`src/rtl/pcm_port_pkg.sv`:
```
package pcm_port_pkg;
    localparam int CTRL_W = 6;
    localparam logic [1:0] ADDR_CTRL = 2'd0;
    localparam logic [1:0] ADDR_RX   = 2'd1;
    localparam logic [1:0] ADDR_TX   = 2'd2;

    // packed so that the field order matches the host-visible bit positions
    typedef struct packed {
        logic latch_data;  // bit 5
        logic rx_ovr;      // bit 4
        logic tx_ovr;      // bit 3
        logic enable;      // bit 2
        logic slot_sel;    // bit 1
        logic clk_choice;  // bit 0
    } ctrl_t;
endpackage

```
`src/rtl/pcm_ctrl_regs.sv`:
```
module pcm_ctrl_regs
    import pcm_port_pkg::*;
#(
    parameter int DATA_W = 8
) (
    input  logic              clk,
    input  logic              rst_n,
    input  logic              host_we,
    input  logic [1:0]        host_addr,
    input  logic [DATA_W-1:0] host_wdata,
    input  logic [DATA_W-1:0] line_byte,
    output logic [DATA_W-1:0] host_rdata,
    output ctrl_t             ctrl,
    output logic [DATA_W-1:0] rx_reg,
    output logic [DATA_W-1:0] tx_reg
);
    typedef struct packed {
        ctrl_t             ctrl;
        logic [DATA_W-1:0] rx_reg;
        logic [DATA_W-1:0] tx_reg;
    } regs_t;

    regs_t r_d, r_q;

    always_comb begin
        r_d = r_q;
        if (host_we) begin
            case (host_addr)
                ADDR_CTRL: r_d.ctrl   = ctrl_t'(host_wdata[CTRL_W-1:0]);
                ADDR_RX:   r_d.rx_reg = host_wdata;
                ADDR_TX:   r_d.tx_reg = host_wdata;
                default:   ;
            endcase
        end
    end

    always_ff @(posedge clk) begin
        if (!rst_n) r_q <= '0;
        else        r_q <= r_d;
    end

    always_comb begin
        case (host_addr)
            ADDR_CTRL: host_rdata = {{(DATA_W-CTRL_W){1'b0}}, r_q.ctrl};
            ADDR_RX:   host_rdata = line_byte;
            default:   host_rdata = '0;
        endcase
    end

    assign ctrl   = r_q.ctrl;
    assign rx_reg = r_q.rx_reg;
    assign tx_reg = r_q.tx_reg;

    // a control write is visible on the next cycle
    assert_ctrl_write_R3: assert property (@(posedge clk) disable iff (!rst_n)
        host_we && host_addr == ADDR_CTRL |=> ctrl == ctrl_t'($past(host_wdata[CTRL_W-1:0])));
endmodule

```
`src/rtl/pcm_frame_timer.sv`:
```
module pcm_frame_timer #(
    parameter int SLOT_W = 8,
    localparam int NSLOT = 2,
    localparam int IDLE  = NSLOT * SLOT_W,
    localparam int POS_W = $clog2(IDLE + 1)
) (
    input  logic clk,
    input  logic rst_n,
    input  logic bit_rise,
    input  logic fsync,
    input  logic slot_sel,
    output logic slot_load,
    output logic slot_shift,
    output logic in_slot,
    output logic last_bit
);
    typedef struct packed {
        logic [POS_W-1:0] pos;
    } tim_t;

    tim_t t_d, t_q;
    logic [POS_W-1:0] base, rel_q, rel_d;
    logic             next_in;

    always_comb begin
        t_d = t_q;
        if (bit_rise) begin
            if (fsync)                          t_d.pos = '0;
            else if (t_q.pos != POS_W'(IDLE))   t_d.pos = t_q.pos + 1'b1;
        end
    end

    always_ff @(posedge clk) begin
        if (!rst_n) t_q.pos <= POS_W'(IDLE);
        else        t_q <= t_d;
    end

    always_comb begin
        base     = slot_sel ? POS_W'(SLOT_W) : '0;
        rel_q    = t_q.pos - base;
        rel_d    = t_d.pos - base;
        in_slot  = (t_q.pos >= base) && (rel_q < POS_W'(SLOT_W));
        next_in  = (t_d.pos >= base) && (rel_d < POS_W'(SLOT_W));
        last_bit = in_slot && (rel_q == POS_W'(SLOT_W - 1));
        slot_load  = bit_rise && (t_d.pos == base);
        slot_shift = bit_rise && next_in && !slot_load;
    end

    // position never passes the idle value
    assert_pos_bound_R4: assert property (@(posedge clk) disable iff (!rst_n)
        t_q.pos <= POS_W'(IDLE));
    // position moves only on a rising strobe
    assert_pos_step_R4: assert property (@(posedge clk) disable iff (!rst_n)
        !bit_rise |=> $stable(t_q.pos));
endmodule

```
`src/rtl/pcm_shift_unit.sv`:
```
module pcm_shift_unit #(
    parameter int SLOT_W = 8
) (
    input  logic              clk,
    input  logic              rst_n,
    input  logic              slot_load,
    input  logic              slot_shift,
    input  logic              bit_fall,
    input  logic              in_slot,
    input  logic              last_bit,
    input  logic              enable,
    input  logic              tx_ovr,
    input  logic              rx_ovr,
    input  logic [SLOT_W-1:0] enc_byte,
    input  logic [SLOT_W-1:0] tx_reg,
    input  logic [SLOT_W-1:0] rx_reg,
    input  logic              ser_in,
    output logic              ser_out,
    output logic              ser_oe,
    output logic [SLOT_W-1:0] line_byte,
    output logic [SLOT_W-1:0] dec_byte,
    output logic              dec_valid
);
    typedef struct packed {
        logic [SLOT_W-1:0] tx_sh;
        logic [SLOT_W-1:0] rx_sh;
        logic [SLOT_W-1:0] line;
        logic [SLOT_W-1:0] dec;
        logic              dec_v;
    } sh_t;

    sh_t s_d, s_q;
    logic [SLOT_W-1:0] rx_next;

    always_comb begin
        s_d       = s_q;
        s_d.dec_v = 1'b0;
        rx_next   = {s_q.rx_sh[SLOT_W-2:0], ser_in};
        if (slot_load)       s_d.tx_sh = tx_ovr ? tx_reg : enc_byte;
        else if (slot_shift) s_d.tx_sh = {s_q.tx_sh[SLOT_W-2:0], 1'b0};
        if (bit_fall && in_slot) begin
            s_d.rx_sh = rx_next;
            if (last_bit) begin
                s_d.line = rx_next;
                if (enable) begin
                    s_d.dec_v = 1'b1;
                    s_d.dec   = rx_ovr ? rx_reg : rx_next;
                end
            end
        end
    end

    always_ff @(posedge clk) begin
        if (!rst_n) s_q <= '0;
        else        s_q <= s_d;
    end

    assign ser_out   = s_q.tx_sh[SLOT_W-1];
    assign ser_oe    = enable && in_slot;
    assign line_byte = s_q.line;
    assign dec_byte  = s_q.dec;
    assign dec_valid = s_q.dec_v;

    // the decoder strobe lasts one cycle
    assert_valid_single_R7: assert property (@(posedge clk) disable iff (!rst_n)
        dec_valid |=> !dec_valid);
    // serial output changes only right after a rising strobe
    assert_out_on_rise_R11: assert property (@(posedge clk) disable iff (!rst_n)
        !$past(slot_load || slot_shift) |-> $stable(ser_out));
endmodule

```
`src/rtl/pcm_slot_port.sv`:
```
module pcm_slot_port
    import pcm_port_pkg::*;
#(
    parameter int SLOT_W = 8
) (
    input  logic              clk,
    input  logic              rst_n,
    input  logic              bit_rise,
    input  logic              bit_fall,
    input  logic              fsync,
    input  logic              ser_in,
    output logic              ser_out,
    output logic              ser_oe,
    input  logic              host_we,
    input  logic [1:0]        host_addr,
    input  logic [SLOT_W-1:0] host_wdata,
    output logic [SLOT_W-1:0] host_rdata,
    input  logic [SLOT_W-1:0] enc_byte,
    output logic [SLOT_W-1:0] dec_byte,
    output logic              dec_valid,
    output logic              latch_out,
    output logic              aux_clk_sel
);
    ctrl_t             ctrl;
    logic [SLOT_W-1:0] rx_reg, tx_reg, line_byte;
    logic              slot_load, slot_shift, in_slot, last_bit;

    pcm_ctrl_regs #(.DATA_W(SLOT_W)) u_regs (
        .clk(clk), .rst_n(rst_n), .host_we(host_we), .host_addr(host_addr),
        .host_wdata(host_wdata), .line_byte(line_byte), .host_rdata(host_rdata),
        .ctrl(ctrl), .rx_reg(rx_reg), .tx_reg(tx_reg)
    );

    pcm_frame_timer #(.SLOT_W(SLOT_W)) u_timer (
        .clk(clk), .rst_n(rst_n), .bit_rise(bit_rise), .fsync(fsync),
        .slot_sel(ctrl.slot_sel), .slot_load(slot_load), .slot_shift(slot_shift),
        .in_slot(in_slot), .last_bit(last_bit)
    );

    pcm_shift_unit #(.SLOT_W(SLOT_W)) u_shift (
        .clk(clk), .rst_n(rst_n), .slot_load(slot_load), .slot_shift(slot_shift),
        .bit_fall(bit_fall), .in_slot(in_slot), .last_bit(last_bit),
        .enable(ctrl.enable), .tx_ovr(ctrl.tx_ovr), .rx_ovr(ctrl.rx_ovr),
        .enc_byte(enc_byte), .tx_reg(tx_reg), .rx_reg(rx_reg), .ser_in(ser_in),
        .ser_out(ser_out), .ser_oe(ser_oe), .line_byte(line_byte),
        .dec_byte(dec_byte), .dec_valid(dec_valid)
    );

    assign latch_out   = ~ctrl.latch_data;
    assign aux_clk_sel = ctrl.clk_choice;

    // a control write sets the pin to the inverse of bit 5
    assert_latch_inverse_R2: assert property (@(posedge clk) disable iff (!rst_n)
        host_we && host_addr == ADDR_CTRL |=> latch_out == !$past(host_wdata[5]));
    // with receive override the decoder gets the host byte
    assert_rx_override_R8: assert property (@(posedge clk) disable iff (!rst_n)
        dec_valid && $past(ctrl.rx_ovr) |-> dec_byte == $past(rx_reg));
    // a disabled port never strobes the decoder
    assert_no_valid_disabled_R12: assert property (@(posedge clk) disable iff (!rst_n)
        dec_valid |-> $past(ctrl.enable));
endmodule

```
`config.mk`:
```
export PLATFORM = sky130hd
export DESIGN_NAME = pcm_slot_port
export DESIGN_NICKNAME = d
export VERILOG_FILES = /design/src/rtl/pcm_port_pkg.sv /design/src/rtl/pcm_ctrl_regs.sv /design/src/rtl/pcm_frame_timer.sv /design/src/rtl/pcm_shift_unit.sv /design/src/rtl/pcm_slot_port.sv
export SDC_FILE = /design/constraint.sdc
export NUM_CORES = 1
export LEC_CHECK = 0
export BUFFER_PORTS_ARGS = -buffer_cell sky130_fd_sc_hd__buf_2
export CAP_MARGIN = 20
export CORE_MARGIN = 4
export CORE_UTILIZATION = 50
export CTS_BUF_LIST = sky130_fd_sc_hd__clkbuf_8
export CTS_CLUSTER_DIAMETER = 80
export CTS_CLUSTER_SIZE = 25
export DETAILED_ROUTE_END_ITERATION = 10
export PLACE_DENSITY = 0.7
export SLEW_MARGIN = 10
export SYNTH_ARGS = -nofsm -noshare
export SYNTH_HDL_FRONTEND = slang
export SYNTH_SLANG_ARGS = --single-unit
```
`constraint.sdc`:
```
create_clock -name clk -period 2.2 [get_ports clk]
set_input_delay 0 -clock clk [delete_from_list [all_inputs] [get_ports clk]]
set_output_delay 0 -clock clk [all_outputs]
set_load 0.05 [all_outputs]
```
==> metrics.md, run 1 <==
| Metric | Value |
|---|---|
| Die Area | 6950 sq um |
| Leading area contributor after synthesis | dfxtp_1 |
| Sequential power share | 50.0% |
| Initial Utilization | 51.6% |
| Initial antenna violation count | 0 |
| Port Buffers | 45 |
| Logic pwr share | 10.3% |
| Die height | 83.4 um |
| Clk sinks | 59 |
| PwrDens | 669 nW/um^2 |
| Crit-path max FO | 10 |
| Peak supply drop | 481 uV |
| Synthesis-stage register bit count | 59 |
| Mapped cell area | 2840 sq um |
| DRC | 0 |
| Switching pwr | 0.000571 W |
| CORE AREA | 5510 sq um |
| First-pass GRT wire length | 10,100 um |
| Worst Max-Slew Pin Slew | 0.674 ns |
| Cell Chain, Critical Path | ha_1 -> buf_4 -> nor2_1 -> a311oi_1 -> a31oi_4 -> o211a_1 -> o21a_1 |
| Wire per inst | 14.6 um |
| Asr flop ratio synth | 0% |
| Leakage | 1.43 nW |
| Worst EP required | 2.43 ns |
| Net Sw Frac | 25.6% |
| Commonest cells post-synth | dfxtp_1 (59), mux2i_1 (49), nor2_1 (46), a21oi_1 (14), nand2_1 (12) |
| Post-CTS Setup Bufs | 0 |
| Setup_tns | 0 ns |
| Yosys top cell area share | 41.6% |
| Share of cells above drive strength 1 | 27.3% |
| Clock Latency Late Sink | 0.34 ns |
| Total global routing overflow | 0 |
| DR pass1 iterations | 4 |
| Sequential element share of the synthesized area | 41.6% |
| Routability Congestion | 0.809 |
| Tot GR Track Use | 18.2% |
| CTS tree | built |
| Final Worst Setup Slack | 0.215 ns |
| Max cap viols | 0 |
| CP top delay family | compound AO/OA/AOI/OAI gates |
| Internal power | 0.00166 W |
| Status | finished, final reports clean |
| Final hold violation count | 0 |
| Vias in the first global route | 2,102 |
| Worst path max stage delay | 0.44 ns |
| Setup violations, final | 0 |
| Hold WS | 0.0174 ns |
| Clock power share | 39.7% |
| P&R area growth vs syn | 17.6% |
| Post-synth cell types | 49 |
| Area contributors post-synth | dfxtp_1 (42%), mux2i_1 (17%), nor2_1 (6.1%) |
| Vias per cell | 5.22 |
| Rows | 27 |
| Initial DRC count | 116 |
| CP endpoint kind | flip-flop |
| Fin crit period | 1.99 ns |
| Path type of the worst min-delay path | input port to flip-flop |
| Max_slew headroom | 54.8% |
| Startpoint types | flip-flop |
| Root buffer cell | clkbuf_8 |
| WL final | 6070 um |
| RSZ-0062 raised after global routing | false |
| Clk_skew | 0.00492 ns |
| Dpl hpwl | 4240 um |
| Syn Inst Count | 292 |
| Largest net degree at the start of global routing | 28 |
| Die X | 83.4 um |
| H-Tree Depth | 3 |
| Crit Path Category | flip-flop to flip-flop |
| Synthesized netlist net count | 320 |
| I/O Pins | 46 |
| Final-stage net count | 367 |
| Slowest CP cell | a311oi_1 |
| CP bufs+invs | 1 |
| Max Fclk | 0.504 GHz |
| Clk slew on worst S/H paths | 0.07 ns |
| Post-place setup slack | 0.121 ns |
| Arr. time, crit path | 2.22 ns |
| Post-synth EDFFs | 0 |
| Post-Syn Area per Cell | 9.72 sq um |
| Via count | 2,172 |
| CTS Buf Count | 9 |
| Final worst-path cycle share | 90.2% |
| ANT cells | 0 |
| Max Root-Sink Buffers | 2 |
| Top-count cell post-synth | dfxtp_1 |
| YS warnings | 0 |
| Max Slew Vio Count | 0 |
| Top FF cell, synth | dfxtp_1 |
| Antenna viol nets, final | 0 |
## placed cells by master (no fill, tap or decap), types with 2 or more instances in the layout
cell type | netlist | routed
and2_1 | 3 | 3
ha_1 | 3 | 3
o21ai_0 | 3 | 3
o2bb2ai_1 | 7 | 7
dlygate4sd3_1 | 0 | 12
dfxtp_1 | 59 | 58
buf_4 | 9 | 6
nand3_1 | 10 | 10
a211oi_2 | 2 | 2
inv_1 | 6 | 7
nand3b_1 | 2 | 2
nand2_1 | 12 | 12
mux2_2 | 8 | 8
nor2_2 | 2 | 2
buf_2 | 4 | 45
clkbuf_8 | 0 | 11
xnor2_1 | 2 | 2
nor2_1 | 46 | 46
clkinvlp_4 | 0 | 2
nor3_1 | 2 | 2
mux2i_1 | 49 | 49
nand2b_1 | 2 | 2
a211oi_1 | 7 | 7
nor3_2 | 2 | 2
a21oi_1 | 14 | 14
clkinv_2 | 0 | 2
## path summary, 6_finish.rpt
check                        start                to  slack (ns)  depth (start not counted)
setup / recovery    u_timer.t_q[0]   u_shift.s_q[25]        0.21                          7
hold / removal             host_we  u_regs.rx_reg[3]        0.02                          3
setup reg to reg    u_timer.t_q[0]   u_shift.s_q[25]        0.21                          7
hold reg to reg   u_regs.rx_reg[4]  u_regs.rx_reg[4]        0.46                          2
## area by class of cell
| cell class | count | area (sq um) |
|---|---|---|
| clock buffer | 11 | 151 |
| clock inverter | 5 | 28.8 |
| fill | 478 | 2170 |
| inverter | 6 | 22.5 |
| multi-input combinational | 200 | 1470 |
| sequential | 59 | 1180 |
| tap | 72 | 90.1 |
| timing repair buffer | 63 | 390 |
## metrics by stage
step | cells | total power [W] | utilization (%) | instance area, sq um
finish | 416 | 0.00223 | 60.6 | 3340
global route | 416 | 0.00232 | 60.6 | 3340
CTS | 416 | 0.00225 | 60.6 | 3340
detailed placement | 388 | 0.00135 | 55.1 | 3040
global placement | 388 | 0.00135 | 55.1 | 3040
floorplan | 292 | 0.00129 | - | 2840
## worst min-delay path, stage by stage
cell and delay, ns:
buf_2 0.16, nand3_1 0.09, a21oi_1 0.05
## repair_timing
item / in CTS / in global routing
gates resized for setup: 0 / 1
hold endpoints to repair: 29 / 0
hold buffers: 12 / 0
endpoints found under the setup margin: 0 / 3
## cells by family after synthesis
group | Yosys count | synth area share (%)
adders and majority gates | 3 | 1.32
muxes | 58 | 21.0
and+or+nand+nor | 95 | 17.2
xor gates and xnor gates | 2 | 0.617
AOI/OAI and AO/OA | 42 | 11.8
DFF | 59 | 41.6
buffers and inverters | 33 | 6.52
## power by group through the flow
stage,clock [W],sequential (W),combinational (W)
final,0.000886,0.00112,0.000229
after global routing,0.000949,0.00112,0.000250
after CTS,0.000905,0.00112,0.000230
after detailed placement,0,0.00114,0.000212
after global placement,0,0.00114,0.000209
after floorplan,0,0.00113,0.000154
## metal layers
metal	vias up	track usage (%)	routed length (um)
met5	-	0	0
met4	0	7.88	131
met3	13	5.75	249
met2	46	29.0	2790
met1	1001	22.4	2900
li1	1112	-	-
Note: power is estimated with default switching activity, not from simulation.
==> run 2, diff against run 1 <==
- HOLD_SLACK_MARGIN: unset -> 0.06
==> run 2 against run 1 <==
Routed wire length is 0.81% higher. Final area is 0.60% higher. Register-to-register slack about the same. Highest routed layer unchanged. Critical path type unchanged. Via count grew 1.2%. Sequential power hardly changed. Largest cell class unchanged.
==> metrics.md, run 2 (synthesized netlist as in run 1, its figures left out) <==
| Metric | Value |
|---|---|
| Setup_tns | 0 ns |
| Max Root-Sink Buffers | 2 |
| Vias in the first global route | 2,110 |
| Startpoint types | flip-flop |
| Max Slew Vio Count | 0 |
| DRC | 0 |
| Worst path max stage delay | 0.44 ns |
| Initial DRC count | 119 |
| ANT cells | 0 |
| Cell Chain, Critical Path | ha_1 -> buf_4 -> nor2_1 -> a311oi_1 -> a31oi_4 -> o211a_1 -> o21a_1 |
| WL final | 6120 um |
| Setup violations, final | 0 |
| Max cap viols | 0 |
| Wire per inst | 14.6 um |
| RSZ-0062 raised after global routing | false |
| Vias per cell | 5.26 |
| Pwr Total | 0.00223 W |
| Initial Utilization | 51.6% |
| Slowest CP cell | a311oi_1 |
| Dpl hpwl | 4240 um |
| CORE AREA | 5510 sq um |
| Rows | 27 |
| Worst Max-Slew Pin Slew | 0.681 ns |
| Leakage | 1.44 nW |
| Die Area | 6950 sq um |
| Tot GR Track Use | 18.3% |
| Crit Path Category | flip-flop to flip-flop |
| PwrDens | 665 nW/um^2 |
| Clock Latency Late Sink | 0.33 ns |
| Fin crit period | 1.99 ns |
| CP endpoint kind | flip-flop |
| DR pass1 iterations | 6 |
| P&R area growth vs syn | 18.3% |
| CP top delay family | compound AO/OA/AOI/OAI gates |
| Routability Congestion | 0.809 |
| Port Buffers | 45 |
| Peak supply drop | 478 uV |
| Final-stage net count | 369 |
| H-Tree Depth | 3 |
| Clk slew on worst S/H paths | 0.06 ns |
| CTS Buf Count | 9 |
| Largest net degree at the start of global routing | 28 |
| Final hold violation count | 0 |
| Crit-path max FO | 10 |
| Arr. time, crit path | 2.21 ns |
| Commonest non-fill, non-tap cell in the layout | dfxtp_1 |
| Antenna viol nets, final | 0 |
| Initial antenna violation count | 0 |
| Via count | 2,199 |
| Total global routing overflow | 0 |
| Post-CTS Setup Bufs | 0 |
| Max_slew headroom | 54.4% |
| Die height | 83.4 um |
| First-pass GRT wire length | 10,200 um |
| Die X | 83.4 um |
| Most frequent cells in the layout | dfxtp_1 (58), mux2i_1 (49), nor2_1 (46) |
| Clk sinks | 59 |
| Root buffer cell | clkbuf_8 |
| Share of cells above drive strength 1 | 27.2% |
| Status | finished, final reports clean |
| Worst EP required | 2.43 ns |
| Clk_skew | 0.00582 ns |
| I/O Pins | 46 |
| Max Fclk | 0.504 GHz |
| Hold WS | 0.0709 ns |
| Final worst-path cycle share | 90.2% |
| Path type of the worst min-delay path | input port to flip-flop |
| CP bufs+invs | 1 |
| CTS tree | built |
| Finished Core Util | 61.0% |
[run 2: changes by cell type in the layout (fill, tap and decap cells not counted)]
cell / delta
dlygate4sd3_1: +2
[run 2: layout make-up]
type	count	area, sq um
fill	477	2150
multi-input combinational	200	1470
sequential	59	1180
timing repair buffer	65	410
clock buffer	11	151
tap	72	90.1
clock inverter	5	28.8
inverter	6	22.5
[run 2: worst reg2reg max path: cells and delay by family (launching register included)]
kind                     cells  cell delay (ns)
AO/OA/AOI/OAI                4             1.08
adder cells (fa/ha/maj)      1             0.19
flip-flops                   1             0.43
buffers and inverters        1             0.14
AND/OR/NAND/NOR              1             0.05
[run 2: stage by stage]
step	cell area, sq um	worst slack (ns)	instances
after global placement	3040	0.226	388
final	3360	0.215	418
after CTS	3360	0.105	418
after global routing	3360	0.0751	418
after detailed placement	3040	0.121	388
after floorplan	2840	0.326	292
[run 2: path summary, 6_finish.rpt]
path	end	depth (start not counted)	start	slack, ns
max	u_shift.s_q[25]	7	u_timer.t_q[0]	0.21
min reg2reg	u_regs.rx_reg[4]	2	u_regs.rx_reg[4]	0.46
max reg2reg	u_shift.s_q[25]	7	u_timer.t_q[0]	0.21
min	u_shift.s_q[26]	4	enc_byte[1]	0.07
[run 2: routing by layer]
metal / GRT usage (%) / up-vias / wire (um)
met5: 0 / - / 0
met2: 29.2 / 51 / 2840
met3: 5.75 / 13 / 279
met1: 22.7 / 1021 / 2870
met4: 7.88 / 0 / 120
li1: - / 1114 / -
[run 2: timing repair]
action                     in CTS  in global routing
hold buffers                   14                  0
gates resized for setup         0                  1
setup endpoints to repair       0                  3
hold endpoints to repair       31                  0
[run 2: where the power goes]
| part | internal, W | switching, W | total (W) |
|---|---|---|---|
| sequential | 0.00109 | 0.0000229 | 0.00112 |
| clock | 0.000461 | 0.000423 | 0.000884 |
| combinational | 0.000108 | 0.000124 | 0.000232 |
==> run 3, diff against run 2 <==
- clock period: 2.2 -> 2.17 ns (I/O delays scaled with it)
==> run 3 against run 2 <==
Register-to-register slack lost 0.05 ns. Die area stayed put. Core utilization down 0.14 points. Via count down 1.0%. Total power fell by 0.26%. Combinational power barely moved. Count of clock-buffer cells in the layout stayed put. Global-route usage up 0.18 points. Critical path depth fell by 2. Final area down 0.22%. Largest cell class unchanged.
==> metrics.md, run 3 (synthesized netlist as in run 1, its figures left out) <==
| Metric | Value |
|---|---|
| H-Tree Depth | 3 |
| Post-DP Area | 3040 sq um |
| Initial antenna violation count | 0 |
| Dpl hpwl | 4270 um |
| Total global routing overflow | 0 |
| WL final | 6090 um |
| Peak supply drop | 476 uV |
| Initial Utilization | 51.6% |
| CTS tree | built |
| P&R area growth vs syn | 18.0% |
| Max Root-Sink Buffers | 2 |
| Path type of the worst min-delay path | input port to flip-flop |
| Largest net degree at the start of global routing | 28 |
| Die X | 83.4 um |
| Design area | 3350 sq um |
| Worst EP required | 2.37 ns |
| Commonest non-fill, non-tap cell in the layout | dfxtp_1 |
| RSZ-0062 raised after global routing | false |
| Post-place setup slack | 0.0857 ns |
| Grt met2 use | 29.4% |
| Final hold violation count | 0 |
| Initial DRC count | 121 |
| Crit-path max FO | 13 |
| Clock Latency Late Sink | 0.32 ns |
| Hold path depth | 4 |
| Max cap viols | 0 |
| Clk slew on worst S/H paths | 0.06 ns |
| Final worst-path cycle share | 92.2% |
| Setup_tns | 0 ns |
| Vias per cell | 5.21 |
| Met3 Usage GRT | 5.46% |
| Wire per inst | 14.6 um |
| CP endpoint kind | flip-flop |
| Via count | 2,176 |
| DRC | 0 |
| DR pass1 iterations | 4 |
| I/O Pins | 46 |
| Max Fclk | 0.500 GHz |
| PwrDens | 664 nW/um^2 |
| Busiest grt layer | met2 |
| Antenna viol nets, final | 0 |
| R2r endpoint | u_shift.s_q[29] |
| Hold WS | 0.0936 ns |
| Hold Path Sink | u_shift.s_q[26] |
| Root buffer cell | clkbuf_8 |
| Most frequent cells in the layout | dfxtp_1 (58), mux2i_1 (49), nor2_1 (46) |
| ANT cells | 0 |
| Leakage | 1.45 nW |
| Arr. time, crit path | 2.20 ns |
| Crit Path Category | flip-flop to flip-flop |
| Status | finished, final reports clean |
| Setup violations, final | 0 |
| Final-stage net count | 369 |
| R2R Setup Slk | 0.17 ns |
| Clk_skew | 0.00264 ns |
| Finished Core Util | 60.8% |
| Port Buffers | 45 |
| Worst r2r src | u_timer.t_q[2] |
| Die Area | 6950 sq um |
| CORE AREA | 5510 sq um |
| Startpoint types | flip-flop |
| Fin crit period | 2.00 ns |
| Worst Max-Slew Pin Slew | 0.679 ns |
| R2R depth | 5 |
| Tot GR Track Use | 18.5% |
| Rows | 27 |
| Hold Crit Start | enc_byte[1] |
| Max Slew Vio Count | 0 |
| Clk sinks | 59 |
| First-pass GRT wire length | 10,400 um |
| Share of cells above drive strength 1 | 26.6% |
| Max_slew headroom | 54.6% |
| Vias in the first global route | 2,115 |
| Grt met1 use | 23.2% |
| Routability Congestion | 0.810 |
| Final Worst Setup Slack | 0.169 ns |
| Die height | 83.4 um |
| CTS Buf Count | 9 |
## run 3: cell types whose count changed in the layout (fill, tap and decap cells not counted)
cell | previous run | this run
clkinvlp_4 | 2 | 0
inv_1 | 7 | 9
## run 3: final cells by class
| cell class | instances | area [sq um] |
|---|---|---|
| Clock buffer | 11 | 151 |
| Fill cell | 477 | 2160 |
| Sequential cell | 59 | 1180 |
| Clock inverter | 5 | 21.3 |
| Tap cell | 72 | 90.1 |
| Timing Repair Buffer | 65 | 410 |
| Multi-Input combinational cell | 200 | 1470 |
| Inverter | 6 | 22.5 |
## run 3: report_power, final
group	switching (W)	internal [W]	total, W
combinational	0.000125	0.000109	0.000234
sequential	0.0000229	0.00111	0.00113
clock	0.000400	0.000460	0.000860
total	0.000548	0.00168	0.00223
## run 3: worst max path at each step
stage	startpoint	endpoint	slack, ns	cells after the start
floorplan	u_timer.t_q[3]	u_shift.dec_byte[6]	0.30	11
global placement	u_timer.t_q[0]	u_shift.s_q[26]	0.20	6
detailed placement	u_timer.t_q[0]	u_shift.s_q[25]	0.09	7
CTS	u_timer.t_q[0]	u_shift.s_q[25]	0.08	7
global route	u_timer.t_q[2]	u_shift.ser_out	0.0005	5
finish	u_timer.t_q[2]	u_shift.s_q[29]	0.17	5
## run 3: metal layers
metal,up-vias,part of all wire [%]
li1,1115,-
met1,1010,47
met2,40,47
met3,11,3.8
met4,0,2.2
met5,-,0
## run 3: critical path: stages (launching register included)
cell,delay (ns)
dfxtp_1,0.59
nand3_1,0.21
mux2_4,0.37
nor4_4,0.39
nor3_2,0.15
o2bb2ai_1,0.16
## run 3: metrics by stage
step           total power, W  cells
3_5_place_dp          0.00137    388
3_3_place_gp          0.00137    388
6_report              0.00223    418
2_1_floorplan         0.00131    292
5_1_grt               0.00232    418
4_1_cts               0.00225    418
## run 3: repair_timing
| action | 4_1_cts | 5_1_grt |
|---|---|---|
| setup endpoints to repair | 0 | 8 |
| hold endpoints to repair | 30 | 0 |
| buffers inserted | 0 | 0 |
| hold buffers | 14 | 0 |
| resized for setup | 0 | 1 |
